`src/rtl/ebc_pkg.sv`:
```
package ebc_pkg;

   typedef enum logic [1:0] {
      ST_IDLE = 2'd0,
      ST_RUN  = 2'd1,
      ST_RESP = 2'd2
   } ebc_state_e;

   function automatic logic [15:0] swap_bytes(input logic [15:0] v);
      return {v[7:0], v[15:8]};
   endfunction

endpackage

```
`src/rtl/ebc_area_decode.sv`:
```
module ebc_area_decode #(
   parameter int AREA_W = 9,
   parameter int NAREA  = 6,
   parameter int IDX_W  = 3
) (
   input  logic [AREA_W-1:0]       addr_hi,
   input  logic [NAREA-1:0]        en,
   input  logic [NAREA*AREA_W-1:0] base,
   input  logic [NAREA*AREA_W-1:0] mask,
   output logic                    hit,
   output logic [NAREA-1:0]        sel_oh,
   output logic [IDX_W-1:0]        sel_idx
);

   logic [NAREA-1:0] match;

   // One comparator per window; masked bits are don't-care
   for (genvar i = 0; i < NAREA; i++) begin : g_win
      assign match[i] = en[i] &&
         (((addr_hi ^ base[i*AREA_W +: AREA_W]) & ~mask[i*AREA_W +: AREA_W]) == '0);
   end

   // Lowest index wins: scan downward so the last hit written is the lowest
   always_comb begin
      hit     = |match;
      sel_idx = '0;
      sel_oh  = '0;
      for (int i = NAREA - 1; i >= 0; i--) begin
         if (match[i]) begin
            sel_idx   = IDX_W'(i);
            sel_oh    = '0;
            sel_oh[i] = 1'b1;
         end
      end
   end

endmodule

```
`src/rtl/ebc_seq.sv`:
```
module ebc_seq #(
   parameter int WAIT_W = 3
) (
   input  logic              clk,
   input  logic              rst_n,
   input  logic              start,
   input  logic              two_beats,
   input  logic [WAIT_W-1:0] wait_in,
   output logic              run,
   output logic              resp,
   output logic              beat,
   output logic              cyc_end
);
   import ebc_pkg::*;

   localparam logic [WAIT_W:0] ONE = (WAIT_W+1)'(1);

   ebc_state_e        st;
   logic [WAIT_W:0]   cnt;
   logic [WAIT_W-1:0] wait_q;
   logic              two_q;

   assign run     = (st == ST_RUN);
   assign resp    = (st == ST_RESP);
   assign cyc_end = run && (cnt == '0);

   always_ff @(posedge clk or negedge rst_n) begin
      if (!rst_n) begin
         st     <= ST_IDLE;
         cnt    <= '0;
         wait_q <= '0;
         two_q  <= 1'b0;
         beat   <= 1'b0;
      end else begin
         case (st)
            ST_IDLE, ST_RESP: begin
               if (start) begin
                  st     <= ST_RUN;
                  cnt    <= {1'b0, wait_in} + ONE;
                  wait_q <= wait_in;
                  two_q  <= two_beats;
                  beat   <= 1'b0;
               end else begin
                  st <= ST_IDLE;
               end
            end
            ST_RUN: begin
               if (cnt == '0) begin
                  if (two_q && !beat) begin
                     beat <= 1'b1;
                     cnt  <= {1'b0, wait_q} + ONE;
                  end else begin
                     st <= ST_RESP;
                  end
               end else begin
                  cnt <= cnt - ONE;
               end
            end
            default: st <= ST_IDLE;
         endcase
      end
   end

   // the per-cycle counter never exceeds the latched wait plus one
   p_cnt_bound_r4: assert property (@(posedge clk) disable iff (!rst_n)
      run |-> (cnt <= ({1'b0, wait_q} + ONE)));

   // the completion is a single-clock pulse
   p_resp_pulse_r4: assert property (@(posedge clk) disable iff (!rst_n)
      resp |=> !resp);

   // a cycle is not abandoned before its last clock
   p_run_hold_r4: assert property (@(posedge clk) disable iff (!rst_n)
      (run && !cyc_end) |=> run);

endmodule

```
`src/rtl/ebc_lane.sv`:
```
module ebc_lane (
   input  logic        wide,
   input  logic        le,
   input  logic        k,
   input  logic [1:0]  be,
   input  logic [15:0] wdata,
   input  logic [15:0] din,
   output logic [15:0] dout,
   output logic [15:0] rval,
   output logic [1:0]  rlanes
);
   import ebc_pkg::*;

   logic to_low;

   always_comb begin
      to_low = k ^ le;
      if (wide) begin
         dout   = le ? swap_bytes(wdata) : wdata;
         rval   = le ? swap_bytes(din) : din;
         rlanes = be;
      end else begin
         dout   = {(to_low ? wdata[7:0] : wdata[15:8]), 8'h00};
         rval   = to_low ? {8'h00, din[15:8]} : {din[15:8], 8'h00};
         rlanes = to_low ? 2'b01 : 2'b10;
      end
   end

endmodule

```
`src/rtl/ext_bus_ctl.sv`:
```
module ext_bus_ctl #(
   parameter int ADDR_W    = 25,
   parameter int GRAN_BITS = 16,
   parameter int NAREA     = 6,
   parameter int WAIT_W    = 3,
   parameter int LE_LO     = 1,
   parameter int LE_HI     = 5
) (
   input  logic                                 clk,
   input  logic                                 rst_n,
   input  logic [NAREA-1:0]                     cfg_en,
   input  logic [NAREA*(ADDR_W-GRAN_BITS)-1:0]  cfg_base,
   input  logic [NAREA*(ADDR_W-GRAN_BITS)-1:0]  cfg_mask,
   input  logic [NAREA*WAIT_W-1:0]              cfg_wait,
   input  logic [NAREA-1:0]                     cfg_wide,
   input  logic [$clog2(NAREA)-1:0]             cfg_le_sel,
   input  logic                                 req_valid,
   output logic                                 req_ready,
   input  logic                                 req_write,
   input  logic [ADDR_W-1:0]                    req_addr,
   input  logic [1:0]                           req_be,
   input  logic [15:0]                          req_wdata,
   output logic                                 rsp_valid,
   output logic                                 rsp_err,
   output logic [15:0]                          rsp_rdata,
   output logic [NAREA-1:0]                     bus_cs_n,
   output logic [ADDR_W-1:0]                    bus_addr,
   output logic                                 bus_rd_n,
   output logic [1:0]                           bus_we_n,
   output logic [15:0]                          bus_dout,
   output logic                                 bus_doe,
   input  logic [15:0]                          bus_din
);

   localparam int AREA_W = ADDR_W - GRAN_BITS;
   localparam int IDX_W  = $clog2(NAREA);
   localparam logic [IDX_W-1:0] LE_LO_V = IDX_W'(LE_LO);
   localparam logic [IDX_W-1:0] LE_HI_V = IDX_W'(LE_HI);

   initial begin
      assert (GRAN_BITS > 0 && AREA_W > 0 && NAREA >= 2 && WAIT_W >= 1 &&
              LE_LO <= LE_HI && LE_HI < NAREA)
         else $error("ext_bus_ctl: inconsistent parameters");
   end

   // ---------------- decode of the incoming request ----------------
   logic              dec_hit;
   logic [NAREA-1:0]  dec_oh;
   logic [IDX_W-1:0]  dec_idx;
   logic [WAIT_W-1:0] dec_wait;
   logic              dec_wide, dec_le;
   logic [1:0]        be_n;
   logic              start;

   ebc_area_decode #(.AREA_W(AREA_W), .NAREA(NAREA), .IDX_W(IDX_W)) u_dec (
      .addr_hi (req_addr[ADDR_W-1:GRAN_BITS]),
      .en      (cfg_en),
      .base    (cfg_base),
      .mask    (cfg_mask),
      .hit     (dec_hit),
      .sel_oh  (dec_oh),
      .sel_idx (dec_idx)
   );

   assign be_n     = (req_be == 2'b00) ? 2'b11 : req_be;
   assign dec_wait = dec_hit ? cfg_wait[dec_idx*WAIT_W +: WAIT_W] : '0;
   assign dec_wide = dec_hit ? cfg_wide[dec_idx] : 1'b1;
   assign dec_le   = dec_hit && (dec_idx == cfg_le_sel) &&
                     (cfg_le_sel >= LE_LO_V) && (cfg_le_sel <= LE_HI_V) &&
                     (be_n == 2'b11);
   assign start    = req_valid && req_ready;

   // ---------------- sequencing ----------------
   logic run, resp, beat, cyc_end;

   ebc_seq #(.WAIT_W(WAIT_W)) u_seq (
      .clk       (clk),
      .rst_n     (rst_n),
      .start     (start),
      .two_beats (dec_hit && !dec_wide && (be_n == 2'b11)),
      .wait_in   (dec_wait),
      .run       (run),
      .resp      (resp),
      .beat      (beat),
      .cyc_end   (cyc_end)
   );

   // ---------------- per-access latches ----------------
   logic              l_write, l_wide, l_le, l_hit;
   logic [ADDR_W-1:0] l_addr;
   logic [1:0]        l_be;
   logic [15:0]       l_wdata, rdata;
   logic [NAREA-1:0]  l_cs;

   always_ff @(posedge clk or negedge rst_n) begin
      if (!rst_n) begin
         l_write <= 1'b0;
         l_wide  <= 1'b1;
         l_le    <= 1'b0;
         l_hit   <= 1'b0;
         l_addr  <= '0;
         l_be    <= 2'b11;
         l_wdata <= '0;
         l_cs    <= '0;
      end else if (start) begin
         l_write <= req_write;
         l_wide  <= dec_wide;
         l_le    <= dec_le;
         l_hit   <= dec_hit;
         l_addr  <= req_addr;
         l_be    <= be_n;
         l_wdata <= req_wdata;
         l_cs    <= dec_hit ? dec_oh : '0;
      end
   end

   // ---------------- byte lanes ----------------
   logic        k, active;
   logic [15:0] lane_dout, rval, rmask;
   logic [1:0]  rlanes;

   assign k      = beat | ~l_be[1];
   assign active = run && l_hit;

   ebc_lane u_lane (
      .wide   (l_wide),
      .le     (l_le),
      .k      (k),
      .be     (l_be),
      .wdata  (l_wdata),
      .din    (bus_din),
      .dout   (lane_dout),
      .rval   (rval),
      .rlanes (rlanes)
   );

   assign rmask = {{8{rlanes[1]}}, {8{rlanes[0]}}};

   always_ff @(posedge clk or negedge rst_n) begin
      if (!rst_n)
         rdata <= '0;
      else if (start)
         rdata <= '0;
      else if (cyc_end && active && !l_write)
         rdata <= (rdata & ~rmask) | (rval & rmask);
   end

   // ---------------- outputs ----------------
   assign req_ready = !run;
   assign rsp_valid = resp;
   assign rsp_err   = resp && !l_hit;
   assign rsp_rdata = resp ? rdata : '0;

   assign bus_cs_n  = active ? ~l_cs : '1;
   assign bus_addr  = active ? {l_addr[ADDR_W-1:1], (l_wide ? 1'b0 : k)} : '0;
   assign bus_rd_n  = !(active && !l_write);
   assign bus_we_n  = (active && l_write) ? (l_wide ? ~l_be : 2'b01) : 2'b11;
   assign bus_doe   = active && l_write;
   assign bus_dout  = bus_doe ? lane_dout : '0;

   // never more than one chip select low
   p_cs_onehot_r3: assert property (@(posedge clk) disable iff (!rst_n)
      $onehot0(~bus_cs_n));

   // chip select unchanged across all clocks of one access
   p_cs_held_r3: assert property (@(posedge clk) disable iff (!rst_n)
      (run && $past(run)) |-> $stable(bus_cs_n));

   // a strobe implies a chip select
   p_strobe_cs_r3: assert property (@(posedge clk) disable iff (!rst_n)
      (!bus_rd_n || (bus_we_n != 2'b11)) |-> !(&bus_cs_n));

   // address holds within one byte cycle
   p_addr_hold_r6: assert property (@(posedge clk) disable iff (!rst_n)
      (run && $past(run) && !$past(cyc_end)) |-> $stable(bus_addr));

   // an error completion followed a clock with no chip select
   p_miss_quiet_r8: assert property (@(posedge clk) disable iff (!rst_n)
      (rsp_valid && rsp_err) |-> $past(&bus_cs_n));

endmodule

```
`config.mk`:
```
export PLATFORM = sky130hd
export DESIGN_NAME = ext_bus_ctl
export DESIGN_NICKNAME = d
export VERILOG_FILES = /design/src/rtl/ebc_pkg.sv /design/src/rtl/ebc_area_decode.sv /design/src/rtl/ebc_seq.sv /design/src/rtl/ebc_lane.sv /design/src/rtl/ext_bus_ctl.sv
export SDC_FILE = /design/constraint.sdc
export NUM_CORES = 1
export LEC_CHECK = 0
export CAP_MARGIN = 40
export CORE_UTILIZATION = 36
export CTS_CLUSTER_DIAMETER = 200
export DETAILED_ROUTE_END_ITERATION = 16
export GPL_TIMING_DRIVEN = 0
export PLACE_DENSITY = 0.74
export SYNTH_ARGS = -nofsm -noshare
export SYNTH_HDL_FRONTEND = slang
export SYNTH_SLANG_ARGS = --single-unit
```
`constraint.sdc`:
```
create_clock -name clk -period 1.95 [get_ports clk]
set_input_delay 0.4875 -clock clk [delete_from_list [all_inputs] [get_ports clk]]
set_output_delay 0.4875 -clock clk [all_outputs]
set_load 0.005 [all_outputs]
```
## After elaboration in Yosys (flattened, before gate mapping)

Cells that the tools add are included.

| cells by class | value |
|---|---|
| add/sub/neg operators | 3 |
| $mul | 1 |
| magnitude comparators | 3 |
| equality and inequality tests | 9 |
| shift operators | 1 |
| mux-type cells | 47 |
| bitwise operators | 27 |
| reductions and logical operators | 44 |

Operators with widths:

| cell | count |
|---|---|
| $mux W16 | 9 |
| $and A9 B9 Y9 | 6 |
| $logic_not A9 Y1 | 6 |
| $not A9 Y9 | 6 |
| $xor A9 B9 Y9 | 6 |
| $mux W6 | 8 |
| $and A16 B16 Y16 | 2 |
| $mux W25 | 1 |
| $logic_and A1 B1 Y1 | 21 |
| $mux W3 | 7 |
| $shiftx A18 B6 Y3 | 1 |
| $not A16 Y16 | 1 |
| $or A16 B16 Y16 | 1 |
| $mux W2 | 7 |
| $mux W4 | 3 |
| $add A3 B1 Y4 const B | 2 |
| $mux W8 | 1 |
| $pmux W4 S2 | 1 |
| $mux W1 | 7 |
| $logic_not A1 Y1 | 6 |
| $not A6 Y6 | 1 |
| $reduce_or A6 Y1 | 1 |
| $mul A3 B2 Y5 const B | 1 |
| $eq A2 B2 Y1 const B | 2 |
| 23 further kinds | 28 |

| word-level totals | value |
|---|---|
| bits in registers | 80 |
| input bits | 204 |
| word-level logic and storage cells | 149 |

## Longest topological paths before layout

Gate-level depths: netlist (run 1).

| logic depth | value |
|---|---|
| depth after elaboration | 16 |
| depth in mapped cells | 12 |
| gate-level depth less buffers | 11 |

## By module

From an unflattened synthesis (run 1), not the netlist that was laid out.

| unflattened totals | value |
|---|---|
| cell total of the unflattened synthesis | 666 |
| area total of the unflattened synthesis | 5760.5 sq um |

Modules (own cells, without submodules):

| module | times used | cells each | area an instance (sq um) |
|---|---|---|---|
| ext_bus_ctl | 1 | 406 | 3474.6 |
| ebc_area_decode | 1 | 121 | 963.4 |
| ebc_lane | 1 | 72 | 685.7 |
| ebc_seq | 1 | 67 | 636.9 |

## Worst setup path after synthesis (run 1)

OpenSTA, ideal clock, no wires.

| path | value |
|---|---|
| path kind | input port to flip-flop |
| start point | input port req_addr[24] |
| end point | register u_seq.cnt[3] |
| setup time | 0.079 ns |
| data arrival time | 2.483 ns |
| data required time | 1.871 ns |
| path slack | -0.612 ns |
| stages on the path | 12 |
| path buffers | 2 |
| path through | buf_6 xnor2_1 o22ai_1 nor2_2 o2111ai_4 a221o_1 buf_6 mux2i_1 mux2i_1 o2bb2ai_2 a211oi_1 a2bb2oi_1 |

| between the ends | value |
|---|---|
| word-level cells in the longest chain between the ends | 16 |
| elaborated cells between the ends (all ways) | 37 |
| classes of those cells | add/sub (1); mul (1); shift (1); mux (9); bitwise (12); reduce/logical (13) |

RTL lines:

| item | line | text |
|---|---|---|
| start, declared | ext_bus_ctl.sv:20 | `input logic [ADDR_W-1:0] req_addr,` |
| $xor A9 B9 Y9 | ebc_area_decode.sv:20 | `(((addr_hi ^ base[i*AREA_W +: AREA_W]) & ~mask[i*AREA_W +: AREA_W]) == '0);` |
| $and A9 B9 Y9 | ebc_area_decode.sv:20 |  |
| $logic_not A9 Y1 | ebc_area_decode.sv:20 |  |
| $logic_and A1 B1 Y1 | ebc_area_decode.sv:19 | `assign match[i] = en[i] &&` |
| $mux W3 (6 in a row) | ebc_area_decode.sv:29 | `if (match[i]) begin` |
| $mul A3 B2 Y5 | ext_bus_ctl.sv:66 | `assign dec_wait = dec_hit ? cfg_wait[dec_idx*WAIT_W +: WAIT_W] : '0;` |
| $shiftx A18 B6 Y3 | ext_bus_ctl.sv:66 |  |
| $mux W3 * | ext_bus_ctl.sv:66 |  |
| $add A3 B1 Y4 * | ebc_seq.sv:39 | `cnt <= {1'b0, wait_in} + ONE;` |
| $mux W4 * | ebc_seq.sv:37 | `if (start) begin` |
| $pmux W4 S2 * | ebc_seq.sv:35 | `case (st)` |
| end signal, assigned | ebc_seq.sv:39 |  |
| end signal, assigned | ebc_seq.sv:51 | `cnt <= {1'b0, wait_q} + ONE;` |
| end signal, assigned | ebc_seq.sv:56 | `cnt <= cnt - ONE;` |
| end, declared | ebc_seq.sv:19 | `logic [WAIT_W:0] cnt;` |

Every way passes the cells marked *; elsewhere a longest branch is shown, timed or not. The select of a mux whose other input is x is not followed.
A chain may end at the register's enable or synchronous reset.

## Worst setup path in the final report (run 1)

| path | value |
|---|---|
| start point | input port cfg_base[5] |
| end point | register l_le |

| between the ends | value |
|---|---|
| word-level cells in the longest chain between the ends | 10 |
| elaborated cells between the ends (all ways) | 11 |
| classes of those cells | eq/ne (1); mux (1); bitwise (2); reduce/logical (7) |

RTL lines:

| item | line | text |
|---|---|---|
| start, declared | ext_bus_ctl.sv:12 | `input logic [NAREA*(ADDR_W-GRAN_BITS)-1:0] cfg_base,` |
| $xor A9 B9 Y9 * | ebc_area_decode.sv:20 |  |
| $and A9 B9 Y9 * | ebc_area_decode.sv:20 |  |
| $logic_not A9 Y1 * | ebc_area_decode.sv:20 |  |
| $logic_and A1 B1 Y1 * | ebc_area_decode.sv:19 |  |
| $mux W3 | ebc_area_decode.sv:29 |  |
| $eq A3 B3 Y1 | ext_bus_ctl.sv:68 | `assign dec_le = dec_hit && (dec_idx == cfg_le_sel) &&` |
| $logic_and A1 B1 Y1 * (2 in a row) | ext_bus_ctl.sv:68 |  |
| $logic_and A1 B1 Y1 * (2 in a row) | ext_bus_ctl.sv:69 | `(cfg_le_sel >= LE_LO_V) && (cfg_le_sel <= LE_HI_V) &&` |
| end signal, assigned | ext_bus_ctl.sv:108 | `l_le <= dec_le;` |
| end, declared | ext_bus_ctl.sv:89 | `logic l_write, l_wide, l_le, l_hit;` |

Every way passes the cells marked *; elsewhere a longest branch is shown, timed or not.

==> metrics, run 1 <==
outcome=complete, but fails checks; failing checks=setup timing; Max-slew headroom=72.5%; Routed wire per std cell=21.3 um; sequential fraction of design power=27.0%; clock tree buffer depth=2; critical-path cell list=clkdlybuf4s15_1, xnor2_1, o22ai_2, nor3_4, nand2_2, buf_6, nand4_1, a21oi_4, a21oi_1, o21ai_1, nand3_1, o21ai_2; max-cap violation count=0; Slew @ Worst Pin=0.413 ns; Diodes inserted=0; PwrDens=a little over 1000 nW/um^2; Netlist cell types=58; Area contributors post-synth=dfrtp_1 (36%), nand2_1 (13%), xnor2_1 (9.1%); Leak=about 5 nW; # setup viols final=97; worst min path class=input port to async pin; io pins=274; clock latency on the worst-skew pair=approximately 0.34 ns; Hold Vio Cnt, Final=0; hold buffer count at cts=0; Max Slew Vio Count=0; Die Y=between 100 and 150 um; number of global-route vias before repair=6622; starting density of the core=37.3%; Synth Register Bits=79; asr flop ratio synth=100%; Post-synth EDFFs=0; RSZ-0062 raised after global routing=true; NetSw=4.30 mW; post-synth top area cell=dfrtp_1; Residual DRC=0; Post-Syn Instances=629; critical path class=input port to flip-flop; Fin Hold WS=around 0.034 ns; GRT Residual Overflow=0; syn nets=837; Port-buffer cells=263; total track usage=31.6%; Final Critical Period=~2.5 ns; first-pass GRT wire length=between 30 and 40 mm; Root Buffer=clkbuf_16; WP data arrival=2.79 ns; Routed WL=25.3 mm; largest net degree at the start of global routing=62; Startpoint Class=input port; Internal Pwr Total=6.60 mW; Combinational Power Share=a little under three fifths; TritonCTS buffer count=9; sequential area share after synthesis=38.0%; CP max-delay cell=o21ai_1; fill count=919; area grow syn2layout=106%; CP max FO=4; Core Region=between 10000 and 15000 um^2; GP Congestion=approximately 0.83; CP endpoint kind=flip-flop; Clock Skews=0.00703 ns; Synth Flop Type=dfrtp_1; Clock Power Share=16.5%; Max Freq=about 0.40 GHz; Cell Area, Synth=5220 um^2; DRT iter0 DRCs=between 400 and 500; Crit path max-delay family=compound AO/OA/AOI/OAI gates; number of antenna violations at the first check in global routing=0; layout cells sized above 1=46.9%; post-route worst setup slack=-0.568 ns; final period utilization=129%; Die Wd=122 um; via count=roughly 6500; die area=15000 um^2; row cnt=43; ANT nets after route=0; placed wire-length estimate=15.1 mm; nets@finish=1212; VDD IR max=0.785 mV; WP data required=about 2.2 ns; H-tree lvl count=3; syn_area_per_cell=8.29 um^2; CTS Sinks=between 70 and 80; Switching Fraction=39.4%; Ys Warns=0; dpl cell area=between 8000 and 9000 um^2; post-synth top area share=36.5%; TNS Setup=-21.59 ns; Final Cell Area=approximately 11000 um^2; clk slew on worst S/H paths=0.06 ns; Pre-antenna DRT Iters=5; max incr delay on CP=roughly 0.36 ns; TritonCTS clock tree=done; CP bufs+invs=2; Vias/cell=about 5.5
-- stage by stage --
| step | power (mW) | std cells | util [%] | worst slack, ns |
|---|---|---|---|---|
| 6_report | 10.9 | 1189 | 76.9 | -0.568 |
| 5_1_grt | 11.5 | 1189 | 76.9 | -0.628 |
| 4_1_cts | 9.87 | 1170 | 71.5 | -0.498 |
| 3_5_place_dp | 6.36 | 1073 | 59.0 | -1.41 |
| 3_3_place_gp | 6.24 | 1072 | 58.9 | -2.54 |
| 2_1_floorplan | 4.82 | 629 | - | -0.552 |
-- flip-flops by register name, indices dropped and copies added (netlist names) --
signal	count
l_wide	1
u_seq.cnt	4
l_le	1
l_cs	6
u_seq.wait_q	3
rdata	16
l_addr	24
u_seq.st	2
l_write	1
u_seq.beat	1
l_wdata	16
l_hit	1
l_be	2
u_seq.two_q	1
-- cell type report --
type	instances	area (um^2)	area share [%]
Buffer	33	403	3.75
Clock buffer	12	236	2.20
Clock inverter	4	70.1	0.652
Inverter	8	40.0	0.372
Multi-Input combinational cell	501	4270	39.7
Sequential cell	79	1980	18.4
Tap cell	180	225	2.09
Timing Repair Buffer	372	3530	32.8
-- what timing repair did --
item | CTS | global route
endpoints found under the setup margin | 139 | 146
cloned | 4 | 0
setup buffers | 80 | 34
pin swaps | 145 | 57
resized for setup | 732 | 197
endpoints found under the hold margin | 0 | 0
-- logic make-up after synthesis --
group | share of synthesized area, %
AO/OA/AOI/OAI | 17.5
XOR/XNOR | 10.2
buffers and inverters | 5.09
adder cells (fa/ha/maj) | 0.960
multiplexers | 2.97
AND/OR/NAND/NOR | 25.3
flip-flops | 38.0
-- cell usage in the layout, fill, tap and decap left out, types with 7 or more instances in the layout --
cell and count:
nor2_2 12, xnor2_4 8, o22ai_1 7, dlygate4sd2_1 54
o21ai_0 7, buf_6 106, nand2_1 156, buf_8 10
o21ai_2 8, clkbuf_2 12, clkdlybuf4s15_1 12, buf_12 11
buf_2 55, nor2_1 17, clkdlybuf4s50_1 86, mux2i_1 8
o22ai_2 17, o21ai_1 11, a22oi_1 14, a21oi_2 9
and2_4 18, and3_4 18, a221oi_2 8, xnor2_2 30
buf_4 42, clkbuf_16 11, dfrtp_1 75, dlymetal6s2s_1 9
a211oi_2 7, xnor2_1 18, nor2_4 11, and3_1 7
nand2_2 12, nand3_1 7
-- power by group through the flow --
stage / Clock [mW] / Sequential (mW) / Combinational, mW
4_1_cts: 1.81 / 2.82 / 5.24
3_3_place_gp: 0 / 2.77 / 3.48
5_1_grt: 1.89 / 3.00 / 6.57
6_report: 1.80 / 2.94 / 6.16
2_1_floorplan: 0 / 2.66 / 2.16
3_5_place_dp: 0 / 2.79 / 3.57
-- path summary, 6_finish.rpt --
check	start	endpoint	slack (ns)	cells past startpoint
worst min-delay path	rst_n	l_le	0.03	1
max in group asynchronous	rst_n	l_addr[19]	1.31	2
min in group clk	req_addr[19]	l_addr[19]	0.42	3
worst max-delay path	cfg_base[5]	l_le	-0.57	12
worst max register to register	u_seq.st[0]	rdata[3]	-0.11	10
worst min register to register	l_addr[10]	l_addr[10]	0.47	2
-- Yosys cell counts (all sizes together), types with 16 or more instances --
library cell / instances
nor2: 40
clkbuf: 30
o22ai: 24
a22oi: 17
nand2: 176
and2: 24
dfrtp: 76
o21ai: 27
a21oi: 16
and3: 25
xnor2: 56
-- layer usage --
metal | routed length, um | share of wire (%) | track usage (%) | vias up
met5 | 0 | 0 | 0 | -
met4 | 1090 | 4.3 | 11.8 | 0
met3 | 2060 | 8.1 | 9.06 | 95
met2 | 12300 | 48 | 51.9 | 381
met1 | 9910 | 39 | 39.3 | 3128
li1 | - | - | - | 2905
Note: power is estimated with default switching activity, not from simulation.
==> run 2, diff against run 1 <==
Settings changed: REMOVE_ABC_BUFFERS set to 1.
==> metrics, run 2 (same netlist as run 1, synthesis figures left out) <==
Residual DRC=0; Clock Skews=0.00518 ns; Internal Pwr Total=7.07 mW; number of global-route vias before repair=6398; layout cells sized above 1=46.1%; Die Y=122 um; Top reg by flops=l_addr; Clock Power Share=about 17%; max-cap violation count=0; final period utilization=126%; Switching Fraction=38.0%; Root Buffer=clkbuf_16; Die Wd=122 um; placed wire-length estimate=13.9 mm; via count=6439; DP Worst Slack=-1.85 ns; top flop regs=l_addr: 24 flops, l_wdata: 16 flops, rdata: 16 flops; max incr delay on CP=0.56 ns; total track usage=between 20% and 30%; row cnt=43; starting density of the core=around 37%; sequential fraction of design power=between 20% and 30%; Crit path max-delay family=flip-flops; critical path class=flip-flop to primary output; area grow syn2layout=115%; dpl cell area=a little over 8000 um^2; Final Cell Area=11200 um^2; Hold Vio Cnt, Final=0; Combinational Power Share=57.1%; fill count=809; Port-buffer cells=272; Max Slew Vio Count=0; Startpoint Class=flip-flop; WP data arrival=1.97 ns; critical-path cell list=nand2b_4, nor2b_4, buf_6, xnor2_4, buf_12, buf_12, nand2_4, a21oi_2, buf_2; Max Freq=just over 0.4 GHz; CP max FO=6; Routed WL=24.7 mm; clock tree buffer depth=2; CP endpoint kind=primary output; Core Region=~14000 um^2; Leak=5.73 nW; nets@finish=1219; CP bufs+invs=4; Vias/cell=5.37; Routed wire per std cell=20.6 um; most frequent cells in the layout=nand2_1 (154), buf_6 (113), clkdlybuf4s50_1 (90), dlymetal6s2s_1 (81), dfrtp_1 (74); CTS Sinks=79; Pre-antenna DRT Iters=5; commonest non-fill, non-tap cell in the layout=nand2_1; largest net degree at the start of global routing=48; # setup viols final=95; Slew @ Worst Pin=a little under 0.6 ns; TritonCTS clock tree=done; final core occ=80.0%; TritonCTS buffer count=9; Max-slew headroom=61.2%; clk slew on worst S/H paths=0.06 ns; max reg flops=24; CP max-delay cell=dfstp_2; VDD IR max=~0.54 mV; outcome=complete, but fails checks; hold buffer count at cts=0; ANT nets after route=0; failing checks=setup timing; DRT iter0 DRCs=370; die area=around 15000 um^2; WP data required=1.46 ns; RSZ-0062 raised after global routing=true; most frequent CP cell=buf_12; NetSw=roughly 4.3 mW; first-pass GRT wire length=32.7 mm; number of antenna violations at the first check in global routing=3; post-route worst setup slack=-0.503 ns; GRT Residual Overflow=0; Pwr Total=between 10 and 15 mW; H-tree lvl count=3; GP Congestion=0.852; TNS Setup=-27.38 ns; worst min path class=input port to async pin; PwrDens=around 1000 nW/um^2; clock latency on the worst-skew pair=0.34 ns; Final Critical Period=2.45 ns; io pins=274
run 2: what timing repair did:
item	in CTS	in global routing
resized for setup	520	359
setup buffers	86	53
pin swaps	79	135
cloned	6	4
endpoints found under the setup margin	112	133
run 2: area by class of cell:
class	count	area, um^2	share of cell area [%]
clock inverter	5	78.8	0.704
timing repair buffer	409	4340	38.8
inverter	8	36.3	0.324
multi-input combinational	504	4270	38.1
clock buffer	11	253	2.26
tap	180	225	2.01
sequential	79	1990	17.7
antenna	4	10.0	0.0894
run 2: power groups by stage:
stage	combinational (mW)	sequential (mW)	clock (mW)
floorplan	1.88	2.67	0
global placement	3.20	2.80	0
detailed placement	3.37	2.82	0
CTS	5.17	2.87	1.90
global route	6.93	3.07	1.98
finish	6.51	3.00	1.89
run 2: path summary, 6_finish.rpt:
path | start | to | slack, ns | cells after the start
min | rst_n | rdata[13] | 0.09 | 1
max in group asynchronous | rst_n | u_seq.cnt[0] | 1.25 | 2
min reg2reg | l_addr[23] | l_addr[23] | 0.47 | 2
max reg2reg | l_be[1] | rdata[15] | -0.28 | 11
min in group clk | req_addr[18] | l_addr[18] | 0.41 | 3
max | l_be[1] | bus_dout[8] | -0.50 | 9
run 2: per-layer routing:
metal / vias up / track usage, % / share of wire [%]
met5: - / 0 / 0
li1: 2935 / - / -
met4: 0 / 17.7 / 4.9
met2: 318 / 53.9 / 54
met1: 3101 / 29.1 / 34
met3: 85 / 5.99 / 6.9
run 2: per-stage QoR:
| stage | std cells | hold WS (ns) |
|---|---|---|
| floorplan | 588 | 0.192 |
| global placement | 1040 | 0.450 |
| detailed placement | 1047 | 0.455 |
| CTS | 1154 | 0.103 |
| global route | 1199 | 0.123 |
| finish | 1200 | 0.0911 |
